$ cat config.mk
export PLATFORM = sky130hd
export DESIGN_NAME = pcfg_loader
export DESIGN_NICKNAME = d
export VERILOG_FILES = /design/src/rtl/pcfg_pkg.sv /design/src/rtl/pcfg_tally.sv /design/src/rtl/pcfg_clkgen.sv /design/src/rtl/pcfg_ctrl.sv /design/src/rtl/pcfg_loader.sv
export SDC_FILE = /design/constraint.sdc
export NUM_CORES = 1
export LEC_CHECK = 0
export CORE_ASPECT_RATIO = 0.75
export CORE_MARGIN = 2
export CORE_UTILIZATION = 55
export DETAILED_ROUTE_END_ITERATION = 8
export PLACE_DENSITY = 0.8
export SKIP_LAST_GASP = 1
export SYNTH_ARGS = -nofsm -noshare
export SYNTH_HDL_FRONTEND = slang
export SYNTH_SLANG_ARGS = --single-unit
export TNS_END_PERCENT = 1
$ cat constraint.sdc
create_clock -name clk -period 3.26 [get_ports clk]
set_clock_uncertainty 0.05 [all_clocks]
set_input_delay 0.489 -clock clk [delete_from_list [all_inputs] [get_ports clk]]
set_output_delay 0.489 -clock clk [all_outputs]
set_load 0.02 [all_outputs]
$ cat src/rtl/pcfg_pkg.sv
package pcfg_pkg;

  typedef enum logic [3:0] {
    ST_IDLE,
    ST_HOLD,
    ST_POLL,
    ST_LOAD,
    ST_SETUP,
    ST_CLKHI,
    ST_FIN,
    ST_FLUSH,
    ST_TAIL,
    ST_CHECK
  } pcfg_state_e;

  localparam logic [7:0] INIT_SEEN   = 8'd200;
  localparam logic [7:0] INIT_MISSED = 8'd100;
  localparam logic [7:0] FIN_HIGH    = 8'd22;
  localparam logic [7:0] FIN_LOW     = 8'd11;

  // wrapping 8-bit byte sum
  function automatic logic [7:0] sum8(input logic [7:0] acc, input logic [7:0] b);
    return acc + b;
  endfunction

  // first stage of the init status code
  function automatic logic [7:0] init_first(input logic init_hi);
    return init_hi ? INIT_SEEN : INIT_MISSED;
  endfunction

  // second stage of the init status code
  function automatic logic [7:0] init_final(input logic [7:0] code, input logic init_hi);
    return code + (init_hi ? FIN_HIGH : FIN_LOW);
  endfunction

endpackage

$ cat src/rtl/pcfg_tally.sv
module pcfg_tally #(
  parameter int LEN_W = 16
) (
  input  logic             clk,
  input  logic             rst_n,
  input  logic             clr,
  input  logic             take,
  input  logic             last,
  input  logic [7:0]       byte_in,
  output logic [31:0]      byte_count,
  output logic [7:0]       checksum,
  output logic [LEN_W-1:0] pkt_len
);
  import pcfg_pkg::*;

  always_ff @(posedge clk) begin
    if (!rst_n || clr) begin
      byte_count <= '0;
      checksum   <= '0;
      pkt_len    <= '0;
    end else if (take) begin
      checksum <= sum8(checksum, byte_in);
      if (last) begin
        byte_count <= byte_count + 32'(pkt_len) + 32'd1;
        pkt_len    <= '0;
      end else begin
        pkt_len <= pkt_len + 1'b1;
      end
    end
  end

endmodule

$ cat src/rtl/pcfg_clkgen.sv
module pcfg_clkgen #(
  parameter int CNT_W = 7
) (
  input  logic             clk,
  input  logic             rst_n,
  input  logic             abort,
  input  logic             go,
  input  logic [CNT_W-1:0] n,
  output logic             pulse_hi,
  output logic             last_low
);
  logic [CNT_W-1:0] cnt;
  logic             ph;

  always_ff @(posedge clk) begin
    if (!rst_n || abort) begin
      cnt <= '0;
      ph  <= 1'b0;
    end else if (go) begin
      cnt <= n;
      ph  <= 1'b0;
    end else if (cnt != '0) begin
      if (!ph) begin
        ph <= 1'b1;
      end else begin
        ph  <= 1'b0;
        cnt <= cnt - 1'b1;
      end
    end
  end

  assign pulse_hi = (cnt != '0) && !ph;
  assign last_low = (cnt == CNT_W'(1)) && ph;

endmodule

$ cat src/rtl/pcfg_ctrl.sv
module pcfg_ctrl #(
  parameter int RESET_HOLD   = 16,
  parameter int POLL_LIMIT   = 65535,
  parameter int PKT_FULL     = 64,
  parameter int FLUSH_PULSES = 64,
  parameter int TAIL_PULSES  = 4,
  parameter int MODE_W       = 2,
  parameter int LEN_W        = 16,
  parameter int CNT_W        = 7
) (
  input  logic                   clk,
  input  logic                   rst_n,
  input  logic                   start_i,
  input  logic                   query_i,
  input  logic                   finish_i,
  input  logic [MODE_W-1:0]      mode_sel_i,
  input  logic                   init_i,
  input  logic                   done_i,
  input  logic                   s_valid_i,
  input  logic [7:0]             s_data_i,
  input  logic                   s_last_i,
  input  logic [LEN_W-1:0]       pkt_len_i,
  input  logic                   last_low_i,
  output pcfg_pkg::pcfg_state_e  state_o,
  output logic                   restart_o,
  output logic                   take_o,
  output logic                   clk_go_o,
  output logic [CNT_W-1:0]       clk_n_o,
  output logic                   s_ready_o,
  output logic [7:0]             data_o,
  output logic [MODE_W-1:0]      mode_o,
  output logic [7:0]             init_code_o,
  output logic                   configured_o,
  output logic                   post_cfg_o,
  output logic                   status_valid_o,
  output logic                   status_unconf_o
);
  import pcfg_pkg::*;

  localparam int TMR_MAX = (POLL_LIMIT > RESET_HOLD) ? POLL_LIMIT : RESET_HOLD;
  localparam int TMR_W   = $clog2(TMR_MAX + 1);
  localparam logic [TMR_W-1:0] HOLD_LAST = TMR_W'(RESET_HOLD - 1);
  localparam logic [TMR_W-1:0] POLL_LAST = TMR_W'(POLL_LIMIT - 1);

  pcfg_state_e      state;
  logic [TMR_W-1:0] tmr;
  logic             fin_pend;
  logic             short_pkt;
  logic             idle_query;

  assign idle_query = (state == ST_IDLE) && query_i;
  assign restart_o  = start_i || (idle_query && !configured_o);
  assign s_ready_o  = (state == ST_LOAD);
  assign take_o     = s_ready_o && s_valid_i && !start_i;
  assign short_pkt  = (int'(pkt_len_i) + 1) < PKT_FULL;
  assign state_o    = state;

  // pulse train launch: flush run from FIN, tail run on the flush run's last low phase
  always_comb begin
    clk_go_o = 1'b0;
    clk_n_o  = CNT_W'(FLUSH_PULSES);
    if (state == ST_FIN) begin
      clk_go_o = 1'b1;
    end else if (state == ST_FLUSH && last_low_i) begin
      clk_go_o = 1'b1;
      clk_n_o  = CNT_W'(TAIL_PULSES);
    end
  end

  always_ff @(posedge clk) begin
    if (!rst_n) begin
      state           <= ST_IDLE;
      tmr             <= '0;
      fin_pend        <= 1'b0;
      data_o          <= '0;
      mode_o          <= '0;
      init_code_o     <= '0;
      configured_o    <= 1'b0;
      post_cfg_o      <= 1'b0;
      status_valid_o  <= 1'b0;
      status_unconf_o <= 1'b0;
    end else begin
      post_cfg_o     <= 1'b0;
      status_valid_o <= 1'b0;
      if (restart_o) begin
        state        <= ST_HOLD;
        tmr          <= '0;
        fin_pend     <= 1'b0;
        configured_o <= 1'b0;
        mode_o       <= mode_sel_i;
        if (idle_query) begin
          status_valid_o  <= 1'b1;
          status_unconf_o <= !configured_o;
        end
      end else begin
        unique case (state)
          ST_IDLE: begin
            if (query_i) begin
              status_valid_o  <= 1'b1;
              status_unconf_o <= !configured_o;
            end
          end
          ST_HOLD: begin
            if (tmr == HOLD_LAST) begin
              state <= ST_POLL;
              tmr   <= '0;
            end else begin
              tmr <= tmr + 1'b1;
            end
          end
          ST_POLL: begin
            if (init_i || tmr == POLL_LAST) begin
              init_code_o <= init_first(init_i);
              state       <= ST_LOAD;
            end else begin
              tmr <= tmr + 1'b1;
            end
          end
          ST_LOAD: begin
            if (s_valid_i) begin
              data_o   <= s_data_i;
              fin_pend <= s_last_i && short_pkt;
              state    <= ST_SETUP;
            end else if (finish_i) begin
              state <= ST_FIN;
            end
          end
          ST_SETUP: state <= ST_CLKHI;
          ST_CLKHI: state <= fin_pend ? ST_FIN : ST_LOAD;
          ST_FIN: begin
            init_code_o <= init_final(init_code_o, init_i);
            fin_pend    <= 1'b0;
            state       <= ST_FLUSH;
          end
          ST_FLUSH: if (last_low_i) state <= ST_TAIL;
          ST_TAIL:  if (last_low_i) state <= ST_CHECK;
          ST_CHECK: begin
            configured_o <= done_i;
            post_cfg_o   <= done_i;
            state        <= ST_IDLE;
          end
          default: state <= ST_IDLE;
        endcase
      end
    end
  end

endmodule

$ cat src/rtl/pcfg_loader.sv
module pcfg_loader #(
  parameter int RESET_HOLD   = 16,
  parameter int POLL_LIMIT   = 65535,
  parameter int PKT_FULL     = 64,
  parameter int FLUSH_PULSES = 64,
  parameter int TAIL_PULSES  = 4,
  parameter int MODE_W       = 2,
  parameter int LEN_W        = 16
) (
  input  logic              clk,
  input  logic              rst_n,
  input  logic              start_i,
  input  logic              query_i,
  input  logic              finish_i,
  input  logic [MODE_W-1:0] mode_sel_i,
  input  logic              s_valid_i,
  input  logic [7:0]        s_data_i,
  input  logic              s_last_i,
  output logic              s_ready_o,
  output logic              status_valid_o,
  output logic              status_unconf_o,
  input  logic              init_i,
  input  logic              done_i,
  output logic              prog_n_o,
  output logic              cs_n_o,
  output logic              rdwr_n_o,
  output logic              cclk_o,
  output logic              drive_en_o,
  output logic [MODE_W-1:0] mode_o,
  output logic [7:0]        data_o,
  output logic [31:0]       byte_count_o,
  output logic [7:0]        checksum_o,
  output logic [7:0]        init_code_o,
  output logic              configured_o,
  output logic              post_cfg_o
);
  import pcfg_pkg::*;

  localparam int PULSE_MAX = (FLUSH_PULSES > TAIL_PULSES) ? FLUSH_PULSES : TAIL_PULSES;
  localparam int CNT_W     = $clog2(PULSE_MAX + 1);

  pcfg_state_e      state;
  logic             restart;
  logic             take;
  logic             clk_go;
  logic [CNT_W-1:0] clk_n;
  logic             pulse_hi;
  logic             last_low;
  logic [LEN_W-1:0] pkt_len;

  pcfg_ctrl #(
    .RESET_HOLD  (RESET_HOLD),
    .POLL_LIMIT  (POLL_LIMIT),
    .PKT_FULL    (PKT_FULL),
    .FLUSH_PULSES(FLUSH_PULSES),
    .TAIL_PULSES (TAIL_PULSES),
    .MODE_W      (MODE_W),
    .LEN_W       (LEN_W),
    .CNT_W       (CNT_W)
  ) u_ctrl (
    .clk            (clk),
    .rst_n          (rst_n),
    .start_i        (start_i),
    .query_i        (query_i),
    .finish_i       (finish_i),
    .mode_sel_i     (mode_sel_i),
    .init_i         (init_i),
    .done_i         (done_i),
    .s_valid_i      (s_valid_i),
    .s_data_i       (s_data_i),
    .s_last_i       (s_last_i),
    .pkt_len_i      (pkt_len),
    .last_low_i     (last_low),
    .state_o        (state),
    .restart_o      (restart),
    .take_o         (take),
    .clk_go_o       (clk_go),
    .clk_n_o        (clk_n),
    .s_ready_o      (s_ready_o),
    .data_o         (data_o),
    .mode_o         (mode_o),
    .init_code_o    (init_code_o),
    .configured_o   (configured_o),
    .post_cfg_o     (post_cfg_o),
    .status_valid_o (status_valid_o),
    .status_unconf_o(status_unconf_o)
  );

  pcfg_tally #(.LEN_W(LEN_W)) u_tally (
    .clk       (clk),
    .rst_n     (rst_n),
    .clr       (restart),
    .take      (take),
    .last      (s_last_i),
    .byte_in   (s_data_i),
    .byte_count(byte_count_o),
    .checksum  (checksum_o),
    .pkt_len   (pkt_len)
  );

  pcfg_clkgen #(.CNT_W(CNT_W)) u_clkgen (
    .clk     (clk),
    .rst_n   (rst_n),
    .abort   (restart),
    .go      (clk_go),
    .n       (clk_n),
    .pulse_hi(pulse_hi),
    .last_low(last_low)
  );

  // pin levels decoded from the controller state
  always_comb begin
    prog_n_o   = 1'b1;
    cs_n_o     = 1'b1;
    cclk_o     = 1'b0;
    drive_en_o = 1'b1;
    unique case (state)
      ST_HOLD: begin
        prog_n_o = 1'b0;
        cclk_o   = 1'b1;
      end
      ST_POLL, ST_LOAD, ST_SETUP, ST_FIN: cs_n_o = 1'b0;
      ST_CLKHI: begin
        cs_n_o = 1'b0;
        cclk_o = 1'b1;
      end
      ST_FLUSH: begin
        cs_n_o = 1'b0;
        cclk_o = pulse_hi;
      end
      ST_TAIL: cclk_o = pulse_hi;
      default: drive_en_o = 1'b0;
    endcase
  end

  assign rdwr_n_o = !drive_en_o;

endmodule

Word-level counts from Yosys, hierarchy flattened
Index checks and enable logic that the tools add are counted.

Flip-flop bits (word level): 107. Bits in latches: 0. Memory bits (writable): 0. Memory bits (read-only): 0. Input port bits: 19. Output and inout port bits: 68. Logic and storage cells: 135. Memories kept: 0.

Add/sub/neg operators: 8. Multipliers: 0. Div/mod/pow operators: 0. Magnitude comparators: 1. Eq/ne operators: 26. Shift-type cells: 0. Muxes and demuxes: 39. Bitwise gates (word level): 4. Reduce and logical (&&, ||, !) cells: 41.

Operators by type and width (count): $mux 16 (3); $pmux 4 s9 (1); $mux 7 (5); $add 16x1->16 const B (2); $add 32x1->32 const B (1); $add 32x16->32 (1); $lt 32x8->1 const B (1); $pmux 16 s2 (1); $mux 4 (6); $add 16x1->17 const B (1); $add 8x8->8 (2); $eq 16x16->1 const B (1); $eq 16x4->1 const B (1); $eq 4x3->1 const B (4); $mux 1 (16); $mux 8 (2); $pmux 8 s2 (1); $reduce_bool 2->1 (7); $ne 3x1->1 const B (4); $reduce_and 6->1 (2); $ne 2x1->1 const B (5); $reduce_and 3->1 (3); $eq 4x2->1 const B (2); $eq 4x4->1 const B (2); other kinds (20) (45).

Logic depth before layout (Yosys ltp)
Gate-level depths: netlist of run 1.

Depth in word-level cells: 7. Gate-level depth with buffers: 12. Depth with buffers taken out: 11.

By module
A second synthesis of run 1 with hierarchy kept.

Cells, all modules: 828. Area, all modules: 6764.0 um2.

By module, submodules not included: pcfg_tally (times used 1, cells each 452, area each 3590.9 um2, seq. area each 1121.1 um2); pcfg_ctrl (times used 1, cells each 301, area each 2563.7 um2, seq. area each 860.8 um2); pcfg_clkgen (times used 1, cells each 66, area each 535.5 um2, seq. area each 160.2 um2); pcfg_loader (times used 1, cells each 9, area each 73.8 um2, seq. area each 0.0 um2).

Least setup slack after synthesis of run 1
No wires, ideal clock.

Path kind: reg2reg. Start point: reg u_tally.byte_count[0]. End point: reg u_tally.byte_count[18]. Setup time: 0.070 ns. Arrival time: 2.433 ns. Required time: 3.140 ns. Path slack: 0.707 ns. Stages on the path, launching flop included: 12. Path buffers: 0. Path through: dfxtp_1 inv_1 ha_1 inv_1 fa_1 a211oi_1 o211ai_1 nand2_1 or3_1 o2111a_1 or3_1 a21oi_1.

Cells in the longest elaborated chain, start to end: 2.

Ends and longest elaborated chain: from (decl) (RTL line pcfg_tally.sv:10) `output logic [31:0] byte_count,`; from (signal assigned) (RTL line pcfg_tally.sv:24) `byte_count <= byte_count + 32'(pkt_len) + 32'd1;`; $add 32x16->32 (RTL line pcfg_tally.sv:24); $add 32x1->32 (RTL line pcfg_tally.sv:24).

Every way passes these cells. A chain may end at the register's enable or synchronous reset.

Final worst setup path of run 1
Start point: reg u_ctrl.state[2] (netlist: u_ctrl.state_o[2]). End point: out cclk_o.

Cells in the longest elaborated chain, start to end: 3.

Ends and longest elaborated chain: from (decl) (RTL line pcfg_ctrl.sv:45) `pcfg_state_e state;`; from (signal assigned) (RTL line pcfg_ctrl.sv:129) `ST_CLKHI: state <= fin_pend ? ST_FIN : ST_LOAD;`; $eq 4x4->1 (tied with other cells) (RTL line pcfg_loader.sv:117) `unique case (state)`; $reduce_or 2->1 (no line); $pmux 1 s2 * (RTL line pcfg_loader.sv:117); to (decl) (RTL line pcfg_loader.sv:27) `output logic cclk_o,`.

Every way passes the cells marked *; elsewhere a longest branch is shown, timed or not.

==> metrics.txt, run 1 <==
unrepaired setup endpoints after global routing false; CTS Hold Bufs 0; CP Class reg2out; Starting Density 0.561; Worst-Margin Slew 0.942 ns; Vias per Instance 5.92; post-synthesis adder-cell area fraction 0.0743; die area 11,900 um^2; cell with the largest stage delay on the worst path dfxtp_1; XOR/XNOR share of the synthesized area 0.0805; DRC Markers 0; count of pins over their slew limit 0; area leader, netlist dfxtp_1; Worst EP required 2.72 ns; setup_tns 0 ns; DR iter-0 viols 404; Bufs and invs on worst path 1; Synth async-reset ratio 0; share of cells above drive strength 1 0.0474; CP Launch Type flip-flop; dpl ws 0.418 ns; Post-CTS Resized 0; Post-DP HPWL 11,200 um; post-synthesis cell type count 56; top-area cell type share of the netlist area 0.352; mapped cell area 6090 um^2; endpoints failing setup 0; Fill cells 893; Vias 5,822; critical path data arrival time 2.49 ns; row cnt 33; R2R Setup Slk 0.42 ns; Post-synth EDFFs 0; max incr delay on CP 0.73 ns; DRT Pass-1 Iters 6; Hold Path Class reg2reg; DRT Wirelength 15,200 um; post-synthesis compound-gate area fraction 0.191; GR Overflow Total 0; Reg clk slew, reported paths 0.08 ns; #FFs+latches synth 107; crit path time final 3.03 ns; largest net degree at the start of global routing 22; CP Depth 5; crit path max fanout 19; Mapped Cells 765; post-route cell area 7380 um^2; register area share after synthesis 0.352; Worst setup EP type output port; Reg-to-Reg Start u_tally.pkt_len[0]; Diodes inserted 0; Post-CTS Setup Repair Bufs 0; ys flop type dfxtp_1; first-pass GRT wire length 24,800 um; TritonCTS sink count 107; Leak 0.00263 uW; Simple-Gate Fraction of Synth Area 0.250; clock buffer depth 2; Reg2Reg Depth 11; Worst Slack Setup Final 0.228 ns; syn_nets 819; # Max-Cap Violations 0; Top Ports 87; crit-path cells nand2_1, o22ai_1, nand2_1, o22ai_1, clkdlybuf4s50_1; synth-to-layout area growth 21.1%; endpoints failing hold 0; outcome finished, final reports clean; Power Dens Cells 349 nW/um^2; worst reg2reg endpoint u_tally.byte_count[20]; CP top delay family flip-flops; Root Buffer clkbuf_16; Final GP Congestion 0.906; nets 892; Tcrit/Tclk final 0.930; ANT nets after route 0; Yosys warnings 0; peak supply drop 0.000314 V; initial antenna violation count 0; average wire per cell in the routed design 15.5 um; main combinational cell family by area after synthesis simple AND/OR/NAND/NOR gates; top post-synthesis cells by area dfxtp_1 35%, ha_1 6.8%, nor2_1 5.2%, nand2_1 5.1%, a21oi_1 4.8%; CTS tree done; PortBufs 86; placed cell area 7080 um^2; core area 10,900 um^2; syn_area_per_cell 7.97 um^2; CTS Buf Count 9; CP startpoint u_ctrl.state_o[2]; die width 126 um; clk_lat worst skew 0.35 ns; H-Tree Depth 3; Global Route Usage Sum 0.251; fmax 0.330 GHz; Die Span Y 95.2 um; vias in the first global route 5,346; CP endpoint cclk_o; multiplexer share of the synthesized area 0.00821; Slew HR 0.370
-- sequential cells by signal, indices dropped and copies added, names as in the netlist, 2 cells and up --
name                count
u_clkgen.cnt            7
u_ctrl.data_o           8
u_ctrl.init_code_o      8
u_ctrl.mode_o           2
u_ctrl.state_o          4
u_ctrl.tmr             16
u_tally.byte_count     32
u_tally.checksum        8
u_tally.pkt_len        16
-- worst min-delay path, cell delays in order, from the launching register on --
cell      delay, ns
dfxtp_1        0.31
nand2_1        0.05
a21boi_0       0.06
-- cells in the mapped netlist (2+ instances only) --
cell type,count
o21ai_1,2
a21o_1,9
inv_1,28
o311a_1,2
a31o_2,2
a22o_1,4
dfxtp_1,107
a211o_1,2
o21ai_0,35
and3_1,10
buf_1,4
nor3_1,20
a31oi_1,12
a21boi_0,9
nand3b_1,3
and4_1,7
or4_1,3
xnor2_1,32
and2_1,8
a211oi_1,18
clkbuf_1,23
o21a_1,3
o41ai_1,2
o221a_2,2
o22ai_1,2
or3_1,14
buf_4,2
nand2b_1,4
nand4b_1,2
nor2_1,85
nand2_1,83
nor2b_1,13
ha_1,33
o211ai_1,7
buf_2,10
a22oi_1,3
xor2_1,24
nor4_1,7
a21oi_1,59
mux2i_1,5
nand3_1,27
nand4_1,21
fa_1,2
o2111ai_1,3
-- cells by family (layout without fill, tap and decap cells) --
group	count (synthesis)	after routing
and+or+nand+nor	312	312
muxes	5	5
buffers and inverters	67	145
xor gates and xnor gates	56	56
AOI/OAI and AO/OA	183	183
DFF	107	107
adders and majority gates	35	35
-- how the worst min path moves through the flow --
stage,start,end,slack [ns],depth (start not counted)
finish,u_ctrl.data_o[2],u_ctrl.data_o[2],0.42,2
CTS,u_ctrl.data_o[2],u_ctrl.data_o[2],0.42,2
global placement,u_ctrl.data_o[0],u_ctrl.data_o[0],0.40,2
detailed placement,u_ctrl.data_o[2],u_ctrl.data_o[2],0.41,2
floorplan,u_ctrl.fin_pend,u_ctrl.fin_pend,0.40,2
global route,u_ctrl.data_o[2],u_ctrl.data_o[2],0.44,2
-- metal layers --
| layer | up-vias | routed length (um) | GRT usage |
|---|---|---|---|
| li1 | 2877 | - | - |
| met1 | 2717 | 7270 | 0.341 |
| met2 | 218 | 6920 | 0.419 |
| met3 | 10 | 923 | 0.0460 |
| met4 | 0 | 113 | 0.0620 |
| met5 | - | 0 | 0 |
-- metrics by stage --
step	util	hold slack (ns)	std cells	total power [uW]
after floorplan	-	0.397	765	1420
after global placement	0.652	0.402	967	1480
after detailed placement	0.652	0.409	967	1490
after CTS	0.679	0.419	983	2590
after global routing	0.679	0.444	983	2660
final	0.679	0.417	983	2580
-- layout by cell type (no fill, tap or decap), types with 4 or more instances in the layout --
cell type / n
nand2b_1: 4
clkdlybuf4s50_1: 86
clkbuf_16: 9
a211oi_1: 18
or3_1: 14
and4_1: 7
ha_1: 33
nand2_1: 83
xor2_1: 24
dfxtp_1: 107
nor4_1: 7
xnor2_1: 32
a21oi_1: 59
buf_4: 15
a31oi_1: 12
a22o_1: 4
nor3_1: 20
nand4_1: 21
a21o_1: 9
nand3_1: 27
nor2b_1: 13
a21boi_0: 9
mux2i_1: 5
o21ai_0: 35
inv_1: 28
o211ai_1: 7
and3_1: 10
and2_1: 8
nor2_1: 85
-- layout make-up --
cell class | count | area (um^2) | share of cell area
Clock buffer | 9 | 225 | 0.0305
Sequential cell | 107 | 2140 | 0.290
Multi-Input combinational cell | 591 | 3680 | 0.499
Tap cell | 140 | 175 | 0.0237
Clock inverter | 7 | 76.3 | 0.0103
Timing Repair Buffer | 101 | 973 | 0.132
Inverter | 28 | 105 | 0.0142
-- report_power, final --
part	total [uW]	internal, uW	switching (uW)
clock	1120	602	517
combinational	145	62.0	82.8
sequential	1310	1310	3.65
total	2580	1970	603
(Power assumes the default switching activity.)
==> inputs of run 2 (changes only) <==
--- a/config.mk
+++ b/config.mk
@@ -6,10 +6,11 @@
 export NUM_CORES = 1
 export LEC_CHECK = 0
 export CORE_ASPECT_RATIO = 0.75
-export CORE_MARGIN = 2
+export CORE_MARGIN = 4
 export CORE_UTILIZATION = 55
 export DETAILED_ROUTE_END_ITERATION = 8
 export PLACE_DENSITY = 0.8
+export SKIP_CTS_REPAIR_TIMING = 1
 export SKIP_LAST_GASP = 1
 export SYNTH_ARGS = -nofsm -noshare
 export SYNTH_HDL_FRONTEND = slang
==> run 2 against run 1 <==
  * Critical path depth grew 1
  * Critical path type unchanged
  * Largest cell class unchanged
  * First-iteration DRC count up 36%
  * Worst hold slack worse by 0.0016 ns
  * Maximum frequency increased by 0.55%
  * Final area fell by 0.61%
  * Cell count shrank 0.61%
  * Routed wire length shrank 1.7%
==> metrics.txt, run 2 (synthesized netlist as in run 1, its figures left out) <==
initial antenna violation count 0; Root Buffer clkbuf_16; Bufs and invs on worst path 1; average wire per cell in the routed design 15.3 um; Diodes inserted 0; critical path data arrival time 2.48 ns; clock buffer depth 2; outcome finished, final reports clean; cell with the largest stage delay on the worst path clkdlybuf4s50_1; Vias per Instance 5.89; Power Dens Cells 335 nW/um^2; count of pins over their slew limit 0; fmax 0.332 GHz; Worst EP required 2.72 ns; TritonCTS sink count 107; # Max-Cap Violations 0; Worst setup EP type output port; H-Tree Depth 3; commonest non-fill, non-tap cell in the layout dfxtp_1; Reg clk slew, reported paths 0.07 ns; Worst-Margin Slew 1.07 ns; Largest Register u_tally.byte_count; crit path time final 3.02 ns; DRT Pass-1 Iters 5; die area 12,800 um^2; CP Class reg2out; most frequent cells in the layout 106 x dfxtp_1, 86 x clkdlybuf4s50_1, 85 x nor2_1; crit-path cells nor2_1, nand2_1, o22ai_1, nand2_1, o22ai_1, clkdlybuf4s50_1; crit path max fanout 15; Leak 0.00261 uW; setup_tns 0 ns; Finished Layout Cells 977; number of flip-flops in the largest register 32; Starting Density 0.579; Slew HR 0.281; dpl ws 0.399 ns; largest net degree at the start of global routing 31; core area 10,500 um^2; first-pass GRT wire length 25,100 um; CTS Buf Count 9; Die Span Y 99.2 um; DR iter-0 viols 551; Post-DP HPWL 11,300 um; CP Launch Type flip-flop; DRT Wirelength 15,000 um; unrepaired setup endpoints after global routing false; vias in the first global route 5,409; nets 891; endpoints failing setup 0; synth-to-layout area growth 20.3%; share of cells above drive strength 1 0.0452; Top Ports 87; endpoints failing hold 0; row cnt 32; DRC Markers 0; PortBufs 86; worst hold slack 0.416 ns; Global Route Usage Sum 0.234; max incr delay on CP 0.67 ns; ANT nets after route 0; clk_lat worst skew 0.35 ns; Hold Path Class reg2reg; CP top delay family buffers and inverters; Tcrit/Tclk final 0.925; CTS tree done; GR Overflow Total 0; Cells after DPL 962; Worst Slack Setup Final 0.244 ns; Final GP Congestion 0.889; biggest registers after layout u_tally.byte_count x32, u_ctrl.tmr x16, u_tally.pkt_len x16; Vias 5,750; die width 130 um; peak supply drop 0.000299 V
run 2: changes by cell type in the layout (fill, tap and decap cells not counted):
cell,previous run,this run
clkinv_4,1,2
dfxtp_2,0,1
inv_6,2,1
clkbuf_1,0,1
buf_4,15,14
bufinv_16,1,0
clkinvlp_4,2,1
dfxtp_1,107,106
run 2: metal layers:
| metal | up-vias | part of all wire | wire (um) | global-route usage |
|---|---|---|---|---|
| met5 | - | 0 | 0 | 0 |
| met4 | 0 | 0.012 | 174 | 0.0567 |
| met3 | 21 | 0.074 | 1110 | 0.0542 |
| met2 | 198 | 0.44 | 6550 | 0.367 |
| met1 | 2657 | 0.48 | 7120 | 0.327 |
| li1 | 2874 | - | - | - |
run 2: area by class of cell:
cell class,instances,area (um^2)
multi-input combinational,591,3680
fill,842,3200
sequential,107,2140
timing repair buffer,100,966
clock buffer,10,229
tap,136,170
inverter,28,105
clock inverter,5,38.8
run 2: per-stage QoR:
step	area, um^2	utilization	total power (uW)
4_1_cts	7330	0.696	2480
3_3_place_gp	7060	0.671	1480
6_report	7330	0.696	2460
3_5_place_dp	7060	0.671	1490
2_1_floorplan	6090	-	1420
5_1_grt	7330	0.696	2540
run 2: worst paths after layout:
check | start | slack [ns] | cells past startpoint | endpoint
worst max-delay path | u_ctrl.state_o[1] | 0.24 | 6 | cclk_o
worst min-delay path | u_ctrl.data_o[7] | 0.42 | 2 | u_ctrl.data_o[7]
worst max register to register | u_tally.pkt_len[0] | 0.45 | 11 | u_tally.byte_count[20]
worst min register to register | u_ctrl.data_o[7] | 0.42 | 2 | u_ctrl.data_o[7]
run 2: power breakdown:
group,switching (uW),internal (uW)
combinational,78.9,62.0
sequential,5.50,1310
clock,480,518
total,564,1890
run 2: worst reg2reg max path: cells and delay by family, from the launching register on:
kind	cells	cell delay, ns
compound gates	3	0.95
xor+xnor	1	0.15
fa+ha+maj	2	0.58
buf+inv	2	0.13
flops	1	0.38
simple gates	3	0.47
